$ cat config.mk
export PLATFORM = sky130hd
export DESIGN_NAME = icap_timer
export DESIGN_NICKNAME = d
export VERILOG_FILES = /design/src/rtl/ictmr_pkg.sv /design/src/rtl/ictmr_prescale.sv /design/src/rtl/ictmr_sync_edge.sv /design/src/rtl/ictmr_counter.sv /design/src/rtl/icap_timer.sv
export SDC_FILE = /design/constraint.sdc
export NUM_CORES = 1
export LEC_CHECK = 0
export ABC_AREA = 1
export BUFFER_PORTS_ARGS = -buffer_cell sky130_fd_sc_hd__buf_2
export CAP_MARGIN = 20
export CORE_UTILIZATION = 32
export CTS_CLUSTER_DIAMETER = 150
export DETAILED_ROUTE_END_ITERATION = 8
export RECOVER_POWER = 25
export SLEW_MARGIN = 15
export SYNTH_ARGS = -nofsm -noshare
export SYNTH_HDL_FRONTEND = slang
export SYNTH_SLANG_ARGS = --single-unit
export TNS_END_PERCENT = 1
$ cat constraint.sdc
create_clock -name clk -period 4.54 [get_ports clk]
set_clock_uncertainty 0.2 [all_clocks]
set_input_delay 0.908 -clock clk [delete_from_list [all_inputs] [get_ports clk]]
set_output_delay 0.908 -clock clk [all_outputs]
set_load 0.01 [all_outputs]
$ cat src/rtl/ictmr_pkg.sv
package ictmr_pkg;

  localparam logic [2:0] A_MODE    = 3'd0;
  localparam logic [2:0] A_STATUS  = 3'd1;
  localparam logic [2:0] A_LIVE_LO = 3'd2;
  localparam logic [2:0] A_LIVE_HI = 3'd3;
  localparam logic [2:0] A_CAP_LO  = 3'd4;
  localparam logic [2:0] A_CAP_HI  = 3'd5;

  localparam int ST_LEVEL = 0;
  localparam int ST_CAP   = 1;
  localparam int ST_OVF   = 2;

  localparam logic [7:0] MODE_FALL = 8'h02;
  localparam logic [7:0] MODE_RISE = 8'h04;
  localparam logic [7:0] MODE_BOTH = 8'h06;

  // Whether a detected transition counts as a capture event for a mode byte.
  function automatic logic edge_hit(input logic [7:0] mode, input logic rise,
                                    input logic fall);
    case (mode)
      MODE_FALL: edge_hit = fall;
      MODE_RISE: edge_hit = rise;
      MODE_BOTH: edge_hit = rise | fall;
      default:   edge_hit = 1'b0;
    endcase
  endfunction

  // Next value of a sticky flag: a set in the same cycle beats a clear.
  function automatic logic sticky_next(input logic cur, input logic set,
                                       input logic clr);
    sticky_next = set | (cur & ~clr);
  endfunction

endpackage

$ cat src/rtl/ictmr_prescale.sv
module ictmr_prescale #(
  parameter int DIV = 6
) (
  input  logic clk,
  input  logic rst_n,
  output logic tick
);
  localparam int PW = (DIV > 1) ? $clog2(DIV) : 1;
  localparam logic [PW-1:0] LAST = PW'(DIV - 1);

  logic [PW-1:0] phase;

  assign tick = (phase == LAST);

  always_ff @(posedge clk) begin
    if (!rst_n)    phase <= '0;
    else if (tick) phase <= '0;
    else           phase <= phase + 1'b1;
  end
endmodule

$ cat src/rtl/ictmr_sync_edge.sv
module ictmr_sync_edge #(
  parameter int STAGES = 2
) (
  input  logic clk,
  input  logic rst_n,
  input  logic din,
  output logic level,
  output logic rise,
  output logic fall
);
  logic [STAGES-1:0] chain;
  logic              prev;

  generate
    if (STAGES == 1) begin : g_one
      always_ff @(posedge clk) begin
        if (!rst_n) chain <= '0;
        else        chain <= din;
      end
    end else begin : g_many
      always_ff @(posedge clk) begin
        if (!rst_n) chain <= '0;
        else        chain <= {chain[STAGES-2:0], din};
      end
    end
  endgenerate

  always_ff @(posedge clk) begin
    if (!rst_n) prev <= 1'b0;
    else        prev <= chain[STAGES-1];
  end

  assign level = chain[STAGES-1];
  assign rise  = level & ~prev;
  assign fall  = ~level & prev;
endmodule

$ cat src/rtl/ictmr_counter.sv
module ictmr_counter #(
  parameter int CNT_W = 16
) (
  input  logic             clk,
  input  logic             rst_n,
  input  logic             tick,
  output logic [CNT_W-1:0] count,
  output logic             wrap
);
  assign wrap = tick & (&count);

  always_ff @(posedge clk) begin
    if (!rst_n)    count <= '0;
    else if (tick) count <= count + 1'b1;
  end
endmodule

$ cat src/rtl/icap_timer.sv
module icap_timer
  import ictmr_pkg::*;
#(
  parameter int CNT_W       = 16,
  parameter int DIV         = 6,
  parameter int SYNC_STAGES = 2
) (
  input  logic       clk,
  input  logic       rst_n,
  input  logic [2:0] addr,
  input  logic       rd_en,
  input  logic       wr_en,
  input  logic [7:0] wr_data,
  output logic [7:0] rd_data,
  input  logic       tape_in,
  output logic       cap_flag,
  output logic       ovf_flag
);
  // Internal events, named for the bound checker.
  logic             tick;
  logic             wrap_evt;
  logic             edge_rise;
  logic             edge_fall;
  logic             tape_lvl;
  logic             cap_evt;
  logic             snap_evt;
  logic             clr_cap;
  logic             clr_ovf;
  logic [CNT_W-1:0] count;
  logic [CNT_W-1:0] cap_q;
  logic [CNT_W-1:0] snap_q;
  logic [7:0]       mode_q;
  logic [15:0]      live16;
  logic [15:0]      cap16;
  logic [15:0]      snap16;

  ictmr_prescale #(.DIV(DIV)) u_pre (
    .clk(clk), .rst_n(rst_n), .tick(tick)
  );

  ictmr_counter #(.CNT_W(CNT_W)) u_cnt (
    .clk(clk), .rst_n(rst_n), .tick(tick), .count(count), .wrap(wrap_evt)
  );

  ictmr_sync_edge #(.STAGES(SYNC_STAGES)) u_sync (
    .clk(clk), .rst_n(rst_n), .din(tape_in),
    .level(tape_lvl), .rise(edge_rise), .fall(edge_fall)
  );

  assign cap_evt  = edge_hit(mode_q, edge_rise, edge_fall);
  assign snap_evt = rd_en & (addr == A_LIVE_LO);
  assign clr_cap  = wr_en & (addr == A_STATUS) & wr_data[ST_CAP];
  assign clr_ovf  = wr_en & (addr == A_STATUS) & wr_data[ST_OVF];

  always_ff @(posedge clk) begin
    if (!rst_n) begin
      mode_q   <= '0;
      cap_q    <= '0;
      snap_q   <= '0;
      cap_flag <= 1'b0;
      ovf_flag <= 1'b0;
    end else begin
      if (wr_en && addr == A_MODE) mode_q <= wr_data;
      if (cap_evt)  cap_q  <= count;
      if (snap_evt) snap_q <= count;
      cap_flag <= sticky_next(cap_flag, cap_evt, clr_cap);
      ovf_flag <= sticky_next(ovf_flag, wrap_evt, clr_ovf);
    end
  end

  always_comb begin
    live16 = '0;
    cap16  = '0;
    snap16 = '0;
    live16[CNT_W-1:0] = count;
    cap16[CNT_W-1:0]  = cap_q;
    snap16[CNT_W-1:0] = snap_q;
  end

  always_comb begin
    case (addr)
      A_MODE:    rd_data = mode_q;
      A_STATUS:  rd_data = {5'b0, ovf_flag, cap_flag, tape_lvl};
      A_LIVE_LO: rd_data = live16[7:0];
      A_LIVE_HI: rd_data = snap16[15:8];
      A_CAP_LO:  rd_data = cap16[7:0];
      A_CAP_HI:  rd_data = cap16[15:8];
      default:   rd_data = 8'h00;
    endcase
  end
endmodule

==> metrics.txt <==
status complete, but fails checks; failing checks max-capacitance violations, max-slew violations; total clock sinks 56; Vias between 2k and 3k; setup TNS 0 ps; Post-Syn Area about 0.0028 sq mm; Final Hold Fails 0; ys flop type dfxtp_1; final antenna-violating net count 0; pin count of the biggest net entering global routing 49; initial antenna violation count 0; area post-placement roughly 0.003 sq mm; unrepaired setup endpoints after global routing false; FMAX about 0.32 GHz; post-synthesis sequential area ratio 0.399; CTS hold repair buffers 0; Ports 26; vias per cell a little under 5; total track usage 0.154; pre-CTS setup slack between 1000 and 1500 ps; syn avg cell area 6.96 sq um; area of the core between 0.008 and 0.009 sq mm; post-route insts no fill ~530; DR iter-0 viols 113; Worst Setup End Kind register; width of the die between 90 and 100 microns; Slew Limit Fails slightly below 50; slew of the pin with the lowest slew margin between 1500 and 2000 ps; Worst R2R Start u_sync.chain[1]$_SDFF_PN0_; Clock transition at path regs approximately 100 ps; Ant. Diodes 0; required time worst endpoint between 4000 and 5000 ps; placed cells a little over 500; Hold Startpoint u_sync.chain[0]$_SDFF_PN0_; Die Height between 90 and 100 microns; MaxCap Viol Count 1; CP Class input port to register; fin util 0.365; CP startpoint kind input port; CTS tree yes; I/O Buffers 25; final setup fails 0; GP Congestion 0.911; DR pass1 iterations 4; final worst slack approximately 1400 ps; WP data arrival about 3100 ps; VDD IR max 126 uV; DP HPWL around 4.9 mm; most common cell after layout, fill and taps aside nand2_1; Total Wirelength between 6 and 7 mm; post-synth top area cell dfxtp_1; area delta synth->final 8.46%; #FFs+latches synth 56; first-pass GRT wire length about 11 mm; clk root buf clkbuf_8; LEAKAGE between 1 and 1.5 nW; Post-synth EDFFs 0; Net Count, Synth around 430; Row Count 33; type of the worst min-delay path register to register; crit path max fanout 48; minimum clock period just over 3000 ps; share of cells above drive strength 1 0.114; cells after synthesis approximately 400; Clock Tree Buf Depth 2; Routed WL per cell 12.7 microns; top cell type's share of synthesized area 0.399; DRC Markers 0; die area 0.00916 sq mm; Post-CTS Setup Repair Bufs 0; Crit. Startpoint rst_n; vias in the first global route 2,267; most used cells in the layout excluding fill and tap cells nand2_1, dfxtp_1, inv_1, nor2_1, nand3_1; final net count around 440; final instance area 0.00305 sq mm; Initial Util 0.337; period utilization 0.684; top post-synthesis cells by area dfxtp_1, nand2_1, nand3_1; Max-slew headroom -0.301; clock buffer count from CTS 5; synth unique cells 30; Clock Latency Late Sink 310 ps; Post-synth ARST share 0; Synth Warn # 0; cell area power density 280 mW/mm^2; PostCTS Resize Cnt 0; GRT overflow 0; CTS H-tree lvls 2
==> cell families after synthesis <==
group,synth area share
AND/OR/NAND/NOR,0.313
AO/OA/AOI/OAI,0.150
buffers and inverters,0.109
flip-flops,0.399
adder cells (fa/ha/maj),0.0223
XOR/XNOR,0.00623
==> worst max-delay path, cell delays in order <==
cell,delay (ps)
clkbuf_1,1370
inv_1,530
nor3_1,310
==> stage by stage <==
stage | power [W] | hold WS (ps)
floorplan | 0.000573 | 190
global placement | 0.000591 | 192
detailed placement | 0.000592 | 201
CTS | 0.000866 | 224
global route | 0.000894 | 232
finish | 0.000852 | 221
==> worst paths after layout <==
kind                                                    end  slack, ps  cells past startpoint
worst min-delay path             u_sync.chain[1]$_SDFF_PN0_        220                      2
worst min register to register   u_sync.chain[1]$_SDFF_PN0_        220                      2
worst max register to register        cap16[9]$_SDFFE_PN0P_       2280                      8
worst max-delay path            u_cnt.count[4]$_SDFFE_PN0P_       1430                      3
==> area by class of cell <==
type                    count  area, sq um
well taps                 105          131
repair buffers             26          131
clock buffers               5         68.8
multi-input cells         279         1380
flip-flops and latches     56         1120
inverters                  53          201
clock inverters             3         18.8
fillers                   897         5290
==> cell usage after synthesis (2+ instances only) <==
cell      count
a21oi_1      43
a21oi_2       4
buf_2         8
buf_6         2
clkbuf_1      3
dfxtp_1      56
ha_1          5
inv_1        51
nand2_1      75
nand2_4       3
nand3_1      44
nand4_1       7
nor2_1       50
nor2_2        2
nor2_4        2
nor3_1        7
o21ai_0      21
o21ai_1       6
o21ai_2       2
o22ai_1       3
==> registers in the layout (all words and copies together), names as in the netlist <==
name          count
snap16            8
mode_q            8
u_sync.chain      2
u_pre.phase       3
u_sync.prev       1
cap_flag          1
ovf_flag          1
u_cnt.count      16
cap16            16
==> metal layers <==
metal	track usage	part of all wire	vias up
met5	0	0	-
met4	0.0448	0.0045	0
met3	0.0276	0.042	2
met2	0.258	0.46	55
met1	0.201	0.49	1132
li1	-	-	1344
==> where the power goes <==
part / internal, W / total (W) / switching [W]
Clock: 0.000108 / 0.000271 / 0.000163
Sequential: 0.000501 / 0.000507 / 0.00000593
Combinational: 0.0000236 / 0.0000740 / 0.0000505
Note: power is estimated with default switching activity, not from simulation.
